==> config.mk <==
export PLATFORM = sky130hd
export DESIGN_NAME = fdi_ctrl
export DESIGN_NICKNAME = d
export VERILOG_FILES = /design/src/rtl/fdi_pkg.sv /design/src/rtl/fdi_regs.sv /design/src/rtl/fdi_fault_fsm.sv /design/src/rtl/fdi_rdmux.sv /design/src/rtl/fdi_ctrl.sv
export SDC_FILE = /design/constraint.sdc
export NUM_CORES = 1
export LEC_CHECK = 0
export BUFFER_PORTS_ARGS = -buffer_cell sky130_fd_sc_hd__clkbuf_2
export CAP_MARGIN = 5
export CELL_PAD_IN_SITES_DETAIL_PLACEMENT = 1
export CELL_PAD_IN_SITES_GLOBAL_PLACEMENT = 2
export CORE_MARGIN = 2
export CORE_UTILIZATION = 20
export DETAILED_ROUTE_END_ITERATION = 10
export PLACE_DENSITY = 0.89
export SYNTH_ARGS = -nofsm -noshare
export SYNTH_HDL_FRONTEND = slang
export SYNTH_HIERARCHICAL = 1
export SYNTH_SLANG_ARGS = --single-unit
==> constraint.sdc <==
create_clock -name clk -period 1.7 [get_ports clk]
set_input_delay 0.17 -clock clk [delete_from_list [all_inputs] [get_ports clk]]
set_output_delay 0.17 -clock clk [all_outputs]
set_load 0.01 [all_outputs]
==> src/rtl/fdi_pkg.sv <==
package fdi_pkg;

    // register addresses
    localparam int ADR_TEST = 0;
    localparam int ADR_CFG  = 1;
    localparam int ADR_STAT = 2;

    // bit positions
    localparam int BIT_FORCE = 0;
    localparam int BIT_BEIE  = 0;
    localparam int BIT_CCIE  = 1;
    localparam int BIT_KEY   = 2;
    localparam int BIT_DFIE  = 3;
    localparam int BIT_DFLAG = 0;

    typedef enum logic {
        FS_CLEAN,
        FS_FAULTED
    } flt_state_e;

    typedef struct packed {
        logic dfie;
        logic key;
        logic ccie;
        logic beie;
    } cfg_t;

endpackage

==> src/rtl/fdi_regs.sv <==
module fdi_regs
    import fdi_pkg::*;
#(
    parameter int ADDR_W = 2,
    parameter int DATA_W = 8
) (
    input  logic              clk,
    input  logic              rst_n,
    input  logic              wr,
    input  logic [ADDR_W-1:0] addr,
    input  logic [DATA_W-1:0] wdata,
    input  logic              key_en,
    output logic              force_q,
    output cfg_t              cfg_q
);

    logic hit_test;
    logic hit_cfg;

    always_comb begin
        hit_test = wr && (addr == ADDR_W'(ADR_TEST));
        hit_cfg  = wr && (addr == ADDR_W'(ADR_CFG));
    end

    // test register: only the force bit is stored
    always_ff @(posedge clk) begin
        if (!rst_n) begin
            force_q <= 1'b0;
        end else if (hit_test) begin
            force_q <= wdata[BIT_FORCE];
        end
    end

    // configuration register; the key bit is gated by key_en
    always_ff @(posedge clk) begin
        if (!rst_n) begin
            cfg_q <= '0;
        end else if (hit_cfg) begin
            cfg_q.beie <= wdata[BIT_BEIE];
            cfg_q.ccie <= wdata[BIT_CCIE];
            cfg_q.dfie <= wdata[BIT_DFIE];
            if (key_en) begin
                cfg_q.key <= wdata[BIT_KEY];
            end
        end
    end

endmodule

==> src/rtl/fdi_fault_fsm.sv <==
module fdi_fault_fsm
    import fdi_pkg::*;
(
    input  logic clk,
    input  logic rst_n,
    input  logic arr_rd,
    input  logic arr_dbl_err,
    input  logic force_dfd,
    input  logic clr_req,
    output logic flag
);

    flt_state_e state_q;
    flt_state_e state_d;
    logic       fault_evt;

    always_comb begin
        fault_evt = arr_rd && (arr_dbl_err || force_dfd);
    end

    // next-state logic
    always_comb begin
        state_d = state_q;
        unique case (state_q)
            FS_CLEAN: begin
                if (fault_evt) begin
                    state_d = FS_FAULTED;            // fault
                end
            end
            FS_FAULTED: begin
                if (clr_req && !fault_evt) begin
                    state_d = FS_CLEAN;              // acknowledge; set wins
                end
            end
            default: state_d = FS_CLEAN;
        endcase
    end

    // state register
    always_ff @(posedge clk) begin
        if (!rst_n) begin
            state_q <= FS_CLEAN;
        end else begin
            state_q <= state_d;
        end
    end

    // outputs
    always_comb begin
        unique case (state_q)
            FS_CLEAN:   flag = 1'b0;
            FS_FAULTED: flag = 1'b1;
            default:    flag = 1'b0;
        endcase
    end

endmodule

==> src/rtl/fdi_rdmux.sv <==
module fdi_rdmux
    import fdi_pkg::*;
#(
    parameter int ADDR_W = 2,
    parameter int DATA_W = 8
) (
    input  logic [ADDR_W-1:0] addr,
    input  logic              force_q,
    input  cfg_t              cfg_q,
    input  logic              flag,
    output logic [DATA_W-1:0] rdata
);

    always_comb begin
        rdata = '0;
        if (addr == ADDR_W'(ADR_TEST)) begin
            rdata[BIT_FORCE] = force_q;
        end else if (addr == ADDR_W'(ADR_CFG)) begin
            rdata[BIT_BEIE] = cfg_q.beie;
            rdata[BIT_CCIE] = cfg_q.ccie;
            rdata[BIT_KEY]  = cfg_q.key;
            rdata[BIT_DFIE] = cfg_q.dfie;
        end else if (addr == ADDR_W'(ADR_STAT)) begin
            rdata[BIT_DFLAG] = flag;
        end
    end

endmodule

==> src/rtl/fdi_ctrl.sv <==
module fdi_ctrl
    import fdi_pkg::*;
#(
    parameter int ADDR_W = 2,
    parameter int DATA_W = 8
) (
    input  logic              clk,
    input  logic              rst_n,
    input  logic              reg_wr,
    input  logic [ADDR_W-1:0] reg_addr,
    input  logic [DATA_W-1:0] reg_wdata,
    output logic [DATA_W-1:0] reg_rdata,
    input  logic              key_en,
    input  logic              arr_rd,
    input  logic              arr_dbl_err,
    output logic              irq_dbl
);

    logic force_q;
    cfg_t cfg_q;
    logic flag;
    logic clr_req;

    always_comb begin
        clr_req = reg_wr && (reg_addr == ADDR_W'(ADR_STAT)) && reg_wdata[BIT_DFLAG];
        irq_dbl = flag && cfg_q.dfie;
    end

    fdi_regs #(
        .ADDR_W (ADDR_W),
        .DATA_W (DATA_W)
    ) u_regs (
        .clk     (clk),
        .rst_n   (rst_n),
        .wr      (reg_wr),
        .addr    (reg_addr),
        .wdata   (reg_wdata),
        .key_en  (key_en),
        .force_q (force_q),
        .cfg_q   (cfg_q)
    );

    fdi_fault_fsm u_fsm (
        .clk         (clk),
        .rst_n       (rst_n),
        .arr_rd      (arr_rd),
        .arr_dbl_err (arr_dbl_err),
        .force_dfd   (force_q),
        .clr_req     (clr_req),
        .flag        (flag)
    );

    fdi_rdmux #(
        .ADDR_W (ADDR_W),
        .DATA_W (DATA_W)
    ) u_rdmux (
        .addr    (reg_addr),
        .force_q (force_q),
        .cfg_q   (cfg_q),
        .flag    (flag),
        .rdata   (reg_rdata)
    );

endmodule

==> results by group <==
Place
  • Post-place instance area: 424 µm²
  • Final HPWL DP: 666 µm
  • DP Worst Slack: 0.626 ns
  • Gp weighted congestion: 0.642
  • PortBufs: 16

CTS
  • Clk_lat worst skew: 0.24 ns
  • Clock slew at reported path FFs: 0.04 ns
  • CTS sink count: 6
  • # Post-CTS Setup Buffers: 0
  • # hold bufs at CTS: 0
  • Clk buf depth: 2
  • Clock tree root buffer cell: clkbuf_4
  • Num CTS Buffers: 3
  • TritonCTS clock tree: yes
  • H-tree levels: 1
  • Post_cts resized: 0

Pwr
  • VDD IR max: 0.271 mV
  • PwrDens: 731 nW/µm²
  • Lkg Pwr: 0.220 nW

Cells and area
  • Antenna cells: 0
  • Fin area: between 400 and 500 µm²
  • FILL cells: 213
  • Share of cells above drive strength 1: 0.333
  • Nets: 75
  • Area growth syn-to-layout: 27.0%
  • Most common cell after layout, fill and taps aside: clkbuf_2
  • Most frequent cells in the layout: clkbuf_2 (16), nand2_1 (9), dfxtp_1 (6), mux2i_1 (6)

Synth
  • Cell taking the most area after synthesis: dfxtp_1
  • Post-synth top area share: 0.342
  • Synth Warn #: 6
  • Flip-flop and latch count after synthesis: 6
  • Mapped Avg Cell Area: 8.58 µm²
  • Post-synthesis sequential area ratio: 0.342
  • Top cells by area, synth: dfxtp_1 (34%), mux2i_1 (17%), nand2_1 (9.6%), buf_4 (8.5%), and2_1 (7.1%)
  • Mapped Cells: slightly above 40
  • Post-Syn Area: 352 µm²
  • Netlist cell types: 16

Critical path
  • Critical Path, Cell by Cell: mux2i_1 > o2bb2ai_1 > clkbuf_2
  • Crit path max fanout: 3
  • Crit. End Element: output pin
  • Top delay family on crit path: flip-flops
  • Worst path max stage delay: 0.35 ns
  • Worst flop-to-flop path startpoint: u_regs/force_q
  • CP arrival: about 1 ns
  • Worst Setup SP: u_fsm/state_q
  • CP startpoint kind: flop
  • Kind of critical path: reg2out
  • Worst EP required: between 1.5 and 2 ns
  • WP buf/inv: 1
  • CP max-delay cell: dfxtp_1

Global routing
  • Global-route wire length before repair: 1240 µm
  • Largest net degree at the start of global routing: 11
  • Initial antenna violation count: 0
  • Global route total overflow: 0
  • Number of global-route vias before repair: 328
  • Global-route usage over all layers: 0.0883

Floorplan
  • # IOs: 25
  • Initial Utilization: 0.208
  • Core area: 1690 µm²
  • Die area: 2110 µm²
  • Die W: 45.9 µm
  • Die Height: between 40 and 50 µm
  • Row count: 15

Detailed routing
  • Post-route ant nets: 0
  • Drt first pass iters: 2
  • Final wirelength: 774 µm
  • Vias per cell: roughly 4.4
  • DRC: 0
  • Starting DRT DRC Count: 4
  • Wire per inst: 10.5 µm
  • Vias after detailed routing: approximately 330

Min path
  • Hold path start: reg_wdata[2]
  • HP Class: in2reg

Timing
  • # setup viols final: 0
  • Maximum clock frequency: 862 MHz
  • Final Hold Fails: 0
  • Clock skew: 0.0000271 ns
  • TNS Setup: 0 ns
  • Fin crit share: 0.682
  • Slew Limit Fails: 0
  • RSZ-0062 raised after global routing: false
  • Setup ws final: 0.540 ns
  • Fin crit period: 1.16 ns

Status
  • Status: finished clean

Flow run
  • Number of max-cap violations: 0
-- worst paths after layout --
kind / to / slack, ns / cells after the start
worst min-delay path: u_regs/cfg_q[2] / 0.15 / 3
worst max register to register: u_fsm/state_q / 1.03 / 2
worst max-delay path: reg_rdata[0] / 0.54 / 3
worst min register to register: u_regs/cfg_q[0] / 0.45 / 2
-- metrics by stage --
| step | power, W | instances | utilization | hold slack [ns] |
|---|---|---|---|---|
| floorplan | 0.000184 | 44 | - | 0.309 |
| global placement | 0.000197 | 71 | 0.251 | 0.407 |
| detailed placement | 0.000199 | 71 | 0.251 | 0.413 |
| CTS | 0.000334 | 74 | 0.264 | 0.152 |
| global route | 0.000349 | 74 | 0.264 | 0.157 |
| finish | 0.000327 | 74 | 0.264 | 0.152 |
-- logic make-up after synthesis --
family | after synthesis | share of synthesized area
other cells | 1 | 0.0107
mux | 6 | 0.171
flops | 6 | 0.342
compound gates | 3 | 0.0605
simple gates | 19 | 0.303
buf+inv | 6 | 0.114
-- synth_stat cells --
cell type / number
nand2_1: 9
dfxtp_1: 6
mux2i_1: 6
nor2b_1: 1
o2bb2ai_1: 1
and4b_1: 1
and2_1: 4
buf_2: 2
and3b_1: 1
nand2b_1: 1
buf_4: 4
o21ai_0: 1
nor3b_1: 1
conb_1: 1
a21boi_1: 1
nand4b_1: 1
-- sequential cells by signal, summed over array words and instances (netlist names) --
register,count
u_fsm/state_q,1
u_regs/cfg_q,4
u_regs/force_q,1
-- metal layers --
| metal | track usage | vias to the layer above | part of all wire |
|---|---|---|---|
| li1 | - | 163 | - |
| met1 | 0.0755 | 154 | 0.37 |
| met2 | 0.156 | 8 | 0.56 |
| met3 | 0.0278 | 2 | 0.044 |
| met4 | 0.0857 | 0 | 0.028 |
| met5 | 0 | - | 0 |
-- worst min-delay path: cells and delay by family --
kind                   cells  cell delay (ns)
buffers and inverters      1             0.08
muxes                      1             0.05
and+or+nand+nor            1             0.04
-- layout make-up --
class / instances / area (µm²) / area share
Timing Repair Buffer: 16 / 80.1 / 0.179
Multi-Input combinational cell: 32 / 203 / 0.454
Tap cell: 17 / 21.3 / 0.0476
Sequential cell: 6 / 120 / 0.269
Clock buffer: 3 / 22.5 / 0.0504
-- report_power, final --
group,total [W],internal (W),switching (W)
sequential,0.000150,0.000147,0.00000320
clock,0.000131,0.0000799,0.0000516
combinational,0.0000452,0.0000212,0.0000240
No activity file was read; power rests on OpenSTA's default activity.
